[src/rtl/pwm_player_pkg.sv]
package pwm_player_pkg;

  localparam int LEVEL_W = 8;

  typedef enum logic {
    PH_IDLE = 1'b0,
    PH_PLAY = 1'b1
  } phase_e;

  // Stored clip contents, computed from the address.
  function automatic logic [LEVEL_W-1:0] clip_level(input int bank, input int idx);
    logic [15:0] prod;
    if (bank == 0) begin
      prod = 16'(idx * 37);
      return prod[7:0];
    end else begin
      prod = 16'(idx * 23);
      return 8'(8'hFF - prod[7:0]);
    end
  endfunction

endpackage

[src/rtl/rate_divider.sv]
module rate_divider #(
  parameter int CLK_DIV = 12500
) (
  input  logic clk,
  input  logic rst_n,
  input  logic clear,
  input  logic run,
  output logic tick
);
  localparam int CW = (CLK_DIV > 1) ? $clog2(CLK_DIV) : 1;
  localparam logic [CW-1:0] TOP = CW'(CLK_DIV - 1);

  logic [CW-1:0] cnt_q, cnt_d;
  logic          cnt_en;

  assign tick   = run && (cnt_q == TOP);
  assign cnt_en = clear || run;

  always_comb begin
    cnt_d = cnt_q;
    if (clear || !run)    cnt_d = '0;
    else if (cnt_q == TOP) cnt_d = '0;
    else                  cnt_d = cnt_q + CW'(1);
  end

  always_ff @(posedge clk or negedge rst_n) begin
    if (!rst_n)      cnt_q <= '0;
    else if (cnt_en) cnt_q <= cnt_d;
  end
endmodule

[src/rtl/clip_sequencer.sv]
module clip_sequencer
  import pwm_player_pkg::*;
#(
  parameter int CLIP0_LEN = 32,
  parameter int CLIP1_LEN = 48,
  parameter int AW        = 6
) (
  input  logic          clk,
  input  logic          rst_n,
  input  logic          wr_en,
  input  logic [1:0]    wr_data,
  input  logic          tick,
  output phase_e        phase_o,
  output logic          sel_o,
  output logic [AW-1:0] addr_o,
  output logic          restart_o
);
  localparam logic [AW-1:0] LAST0 = AW'(CLIP0_LEN - 1);
  localparam logic [AW-1:0] LAST1 = AW'(CLIP1_LEN - 1);

  phase_e        phase_q, phase_d;
  logic          sel_q, sel_d;
  logic [AW-1:0] addr_q, addr_d;
  logic [AW-1:0] last_addr;
  logic          upd_en;

  assign restart_o = wr_en && wr_data[1];
  assign last_addr = sel_q ? LAST1 : LAST0;
  assign upd_en    = restart_o || (phase_q == PH_PLAY && tick);

  always_comb begin
    phase_d = phase_q;
    sel_d   = sel_q;
    addr_d  = addr_q;
    if (restart_o) begin
      phase_d = PH_PLAY;
      sel_d   = wr_data[0];
      addr_d  = '0;
    end else if (phase_q == PH_PLAY && tick) begin
      if (addr_q == last_addr) begin
        phase_d = PH_IDLE;
        addr_d  = '0;
      end else begin
        addr_d  = addr_q + AW'(1);
      end
    end
  end

  always_ff @(posedge clk or negedge rst_n) begin
    if (!rst_n) begin
      phase_q <= PH_IDLE;
      sel_q   <= 1'b0;
      addr_q  <= '0;
    end else if (upd_en) begin
      phase_q <= phase_d;
      sel_q   <= sel_d;
      addr_q  <= addr_d;
    end
  end

  assign phase_o = phase_q;
  assign sel_o   = sel_q;
  assign addr_o  = addr_q;
endmodule

[src/rtl/sample_rom.sv]
module sample_rom
  import pwm_player_pkg::*;
#(
  parameter int BANK  = 0,
  parameter int DEPTH = 32,
  parameter int AW    = 6
) (
  input  logic [AW-1:0]      addr,
  output logic [LEVEL_W-1:0] level
);
  localparam int SLOTS = 1 << AW;

  logic [LEVEL_W-1:0] mem [SLOTS];

  for (genvar i = 0; i < SLOTS; i++) begin : g_fill
    if (i < DEPTH) begin : g_used
      assign mem[i] = clip_level(BANK, i);
    end else begin : g_pad
      assign mem[i] = '0;
    end
  end

  assign level = mem[addr];
endmodule

[src/rtl/pwm_modulator.sv]
module pwm_modulator
  import pwm_player_pkg::*;
(
  input  logic               clk,
  input  logic               rst_n,
  input  logic               clear,
  input  logic [LEVEL_W-1:0] level,
  output logic               pwm
);
  logic [LEVEL_W-1:0] ramp_q, ramp_d;
  logic               pwm_q, pwm_d;

  always_comb begin
    ramp_d = clear ? '0 : ramp_q + LEVEL_W'(1);
    pwm_d  = (ramp_q < level);
  end

  always_ff @(posedge clk or negedge rst_n) begin
    if (!rst_n) begin
      ramp_q <= '0;
      pwm_q  <= 1'b0;
    end else begin
      ramp_q <= ramp_d;
      pwm_q  <= pwm_d;
    end
  end

  assign pwm = pwm_q;
endmodule

[src/rtl/pwm_clip_player.sv]
module pwm_clip_player
  import pwm_player_pkg::*;
#(
  parameter int CLK_DIV   = 12500,
  parameter int CLIP0_LEN = 32,
  parameter int CLIP1_LEN = 48
) (
  input  logic       clk,
  input  logic       rst_n,
  input  logic       ctl_wr,
  input  logic [1:0] ctl_data,
  output logic       busy,
  output logic       pwm_left,
  output logic       pwm_right
);
  localparam int MAXLEN = (CLIP0_LEN > CLIP1_LEN) ? CLIP0_LEN : CLIP1_LEN;
  localparam int AW     = (MAXLEN > 1) ? $clog2(MAXLEN) : 1;
  localparam int NBANK  = 2;

  // Reset: asserted asynchronously, released on the clock.
  logic [1:0] rst_pipe_q;
  logic       rst_sync_n;

  always_ff @(posedge clk or negedge rst_n) begin
    if (!rst_n) rst_pipe_q <= 2'b00;
    else        rst_pipe_q <= {rst_pipe_q[0], 1'b1};
  end
  assign rst_sync_n = rst_pipe_q[1];

  phase_e             seq_phase;
  logic               seq_sel;
  logic [AW-1:0]      seq_addr;
  logic               seq_restart;
  logic               div_tick;
  logic               playing;
  logic [LEVEL_W-1:0] bank_level [NBANK];
  logic [LEVEL_W-1:0] drive_level;
  logic               pwm_bit;

  assign playing = (seq_phase == PH_PLAY);

  rate_divider #(.CLK_DIV(CLK_DIV)) u_div (
    .clk   (clk),
    .rst_n (rst_sync_n),
    .clear (seq_restart),
    .run   (playing),
    .tick  (div_tick)
  );

  clip_sequencer #(
    .CLIP0_LEN (CLIP0_LEN),
    .CLIP1_LEN (CLIP1_LEN),
    .AW        (AW)
  ) u_seq (
    .clk       (clk),
    .rst_n     (rst_sync_n),
    .wr_en     (ctl_wr),
    .wr_data   (ctl_data),
    .tick      (div_tick),
    .phase_o   (seq_phase),
    .sel_o     (seq_sel),
    .addr_o    (seq_addr),
    .restart_o (seq_restart)
  );

  for (genvar b = 0; b < NBANK; b++) begin : g_bank
    sample_rom #(
      .BANK  (b),
      .DEPTH ((b == 0) ? CLIP0_LEN : CLIP1_LEN),
      .AW    (AW)
    ) u_rom (
      .addr  (seq_addr),
      .level (bank_level[b])
    );
  end

  always_comb begin
    drive_level = '0;
    if (playing) drive_level = bank_level[seq_sel];
  end

  pwm_modulator u_pwm (
    .clk   (clk),
    .rst_n (rst_sync_n),
    .clear (seq_restart),
    .level (drive_level),
    .pwm   (pwm_bit)
  );

  assign busy      = playing;
  assign pwm_left  = pwm_bit;
  assign pwm_right = pwm_bit;
endmodule

[config.mk]
export PLATFORM = sky130hd
export DESIGN_NAME = pwm_clip_player
export DESIGN_NICKNAME = d
export VERILOG_FILES = /design/src/rtl/pwm_player_pkg.sv /design/src/rtl/rate_divider.sv /design/src/rtl/clip_sequencer.sv /design/src/rtl/sample_rom.sv /design/src/rtl/pwm_modulator.sv /design/src/rtl/pwm_clip_player.sv
export SDC_FILE = /design/constraint.sdc
export NUM_CORES = 1
export LEC_CHECK = 0
export CORE_AREA = 10 10 82 84
export DETAILED_ROUTE_END_ITERATION = 10
export DIE_AREA = 0 0 92 94
export HOLD_SLACK_MARGIN = 0.15
export PLACE_DENSITY = 0.77
export SLEW_MARGIN = 0
export SYNTH_ARGS = -nofsm -noshare
export SYNTH_HDL_FRONTEND = slang
export SYNTH_HIERARCHICAL = 1
export SYNTH_SLANG_ARGS = --single-unit
[constraint.sdc]
create_clock -name clk -period 2.8 [get_ports clk]
set_input_delay 0.56 -clock clk [delete_from_list [all_inputs] [get_ports clk]]
set_output_delay 0.56 -clock clk [all_outputs]
set_load 0.1 [all_outputs]
==> impl_metrics.toml, run 1 <==
[placement]
dpl.hpwl_um = 4760
dpl_cell_area_um2 = 3220
gp_congestion = 0.909
io_buffer_count = 7

[drt]
vias_per_cell = 6.03
drt-initial-drc-count = 134
dr_total_vias = 2623
wl_um = 6640
drt_pre_antenna_iters = 5
wl_per_cell_um = 15.3
drc = 0
detail-route-antenna-nets = 0

[worst_hold_path]
hold_class = "reg2reg"

[clock_network]
clkLatencyLatePin_ns = 0.28
numCtsBuffers = 5
clk_pin_slew_ns = 0.06
root_buffer = "clkbuf_8"
hold_buffers = 0
cts_tree = "yes"
clk_path_buf_depth = 2
clock_sinks = 33
htreeDepth = 2

[setup_path]
slowest_stage = "mux4_2"
required_ns = 2.96
crit_path_end_kind = "flip-flop"
cp_top_family = "multiplexers"
crit_fanout = 7
cp_cell_sequence = "buf_4 > buf_4 > ha_2 > mux4_2 > o211ai_1 > mux2i_1 > nor2b_1 > inv_1 > ha_1 > nand3_2 > o211ai_1 > a21oi_1"
cp-start-kind = "flip-flop"
criticalPathCategory = "reg2reg"
worst_ep_arrival_time_ns = 2.76
max_stage_delay_ns = 0.47
path_buf_inv = 3

[floorplanning]
die_area_um2 = 8650
io_pins = 8
die_x_um = 92
initial_utilization_pct = 59.5
die_y_um = 94
fp.coreArea_um2 = 5070
rows = 26

[synthesis]
synth.distinct_cells = 67
synth_compound_area_share_pct = 17.5
yosys.area_share.adder_pct = 11.2
synth_ff_type = "dfrtp_1"
synth_top_family_by_area = "simple AND/OR/NAND/NOR gates"
synth_most_common_cell = "dfrtp_1"
synth-edff-count = 0
yosys.area.top_type = "dfrtp_1"
synth.cell_area_um2 = 3020
ys_top_cells_by_count = "dfrtp_1 (33), nand2_1 (28), ha_1 (27)"
ys_warn_count = 6
avgSynthCellArea_um2 = 8.63
synthCells = 350
synth_seq_cells = 33
synthSimpleGateAreaFrac_pct = 25.6
synthTopCellsByArea = "dfrtp_1 (27%), ha_1 (11%), mux2i_1 (6.0%)"
synth_top_area_share_pct = 27.3
yosysSeqAreaShare_pct = 27.3
syn_nets = 382
ys_async_sr_fraction_pct = 100
muxShareOfSynthArea_pct = 10.3
synth_xor_area_share_pct = 2.03

[power]
leakagePower_nw = 1.34
p_per_area_nw_per_um2 = 367
ir_worst_vdd_v = 0.000352
p_total_w = 0.00123

[grt]
antenna_found_initial = 0
grt_pass1_wl_um = 11800
grt_usage_pct = 16.0
grt_pass1_vias = 2604
overflow = 0
grt_max_degree = 39

[sta]
worst_slew_pin_slew_ns = 0.927
fin_skew_ns = 0.00345
final_hold_viol_count = 0
slew_headroom_pct = 38.2
clock.fmax_ghz = 0.384
drv_slew = 0
fin_crit_sh_pct = 92.9
fin_crit_ns = 2.60
finalSetupViolations = 0

[final_layout]
drive_above_1_share_pct = 15.3
utilization_pct = 65.8
postLayoutCellArea_um2 = 3340
multiInputGateArea_um2 = 2030
synthToLayoutAreaGrowth_pct = 10.5
fillCellCount = 462
n_antenna_cell = 0
nNetsFinal = 397
register_area_um2 = 828

[job]
cap_viol_max_count = 0

[run_status]
status = "completed"
metrics by stage:
stage / setup WS [ns] / cells / hold WS, ns / TNS (ns)
finish: 0.199 / 435 / 0.350 / 0
global route: -0.00585 / 435 / 0.374 / -0.00585
CTS: 0.0397 / 433 / 0.351 / 0
detailed placement: 0.0592 / 426 / 0.336 / 0
global placement: 0.194 / 426 / 0.334 / 0
floorplan: 0.0224 / 350 / 0.264 / 0
path summary, 6_finish.rpt:
path / startpoint / end / slack [ns] / cells after the start
min: rst_pipe_q[0]$_DFF_PN0_ / rst_pipe_q[1]$_DFF_PN0_ / 0.35 / 0
max: u_seq/addr_o[1]$_DFFE_PN0P_ / u_pwm/pwm$_DFF_PN0_ / 0.20 / 12
max reg2reg: u_seq/addr_o[1]$_DFFE_PN0P_ / u_pwm/pwm$_DFF_PN0_ / 0.20 / 12
min in group asynchronous: rst_pipe_q[1]$_DFF_PN0_ / u_pwm/ramp_q[4]$_DFF_PN0_ / 0.39 / 0
max in group asynchronous: rst_pipe_q[1]$_DFF_PN0_ / u_seq/addr_o[1]$_DFFE_PN0P_ / 1.72 / 1
min reg2reg: rst_pipe_q[0]$_DFF_PN0_ / rst_pipe_q[1]$_DFF_PN0_ / 0.35 / 0
layer usage:
layer  wire length (µm)  up-vias  global-route usage (%)
li1                   -     1296                       -
met1               3250     1269                    21.1
met2               3090       54                    25.8
met3                261        4                    2.48
met4                 41        0                    5.91
met5                  0        -                       0
final cells by class:
cell class | count | area share [%]
clock buffer | 7 | 2.59
inverter | 19 | 2.14
multi-input combinational | 280 | 60.8
sequential | 33 | 24.8
tap | 70 | 2.62
timing repair buffer | 26 | 7.01
power breakdown:
| group | leakage [nW] | switching, W | internal, W | total (W) |
|---|---|---|---|---|
| logic | 0.864 | 0.000131 | 0.000116 | 0.000247 |
| clock network | 0.0443 | 0.000168 | 0.000195 | 0.000363 |
| registers | 0.431 | 0.0000924 | 0.000523 | 0.000615 |
| total | 1.34 | 0.000391 | 0.000834 | 0.00123 |
flip-flops by register name (all words and copies together), names as in the netlist:
| name | count |
|---|---|
| u_pwm/ramp_q | 8 |
| u_pwm/pwm | 1 |
| rst_pipe_q | 2 |
| u_seq/addr_o | 6 |
| u_seq/sel_o | 1 |
| u_div/cnt_q | 14 |
| u_seq/phase_o | 1 |
kinds of logic after synthesis:
logic type | count (synthesis)
xor gates and xnor gates | 7
AOI/OAI and AO/OA | 76
and+or+nand+nor | 143
adders and majority gates | 27
DFF | 33
other | 1
muxes | 26
buffers and inverters | 37
cell usage in the layout (no fill, tap or decap), types with 11 or more instances in the layout:
master    instances
mux2i_1          18
nand2_1          28
ha_1             26
o21ai_0          16
inv_1            17
nor2_1           24
nand3_1          18
buf_4            19
nand2b_1         11
a21oi_1          17
dfrtp_1          31
nor2b_1          15
what timing repair did:
item                       4_1_cts  5_1_grt
setup endpoints to repair        0        1
setup buffers                    0        2
resized for setup                0       10
No activity file was read; power rests on OpenSTA's default activity.
==> inputs of run 2 (changes only) <==
Settings changed: HOLD_SLACK_MARGIN 0.15 to 0.1.
==> results of run 2 <==
Same layout as run 1: the final DEF is identical, and so are final timing and power.
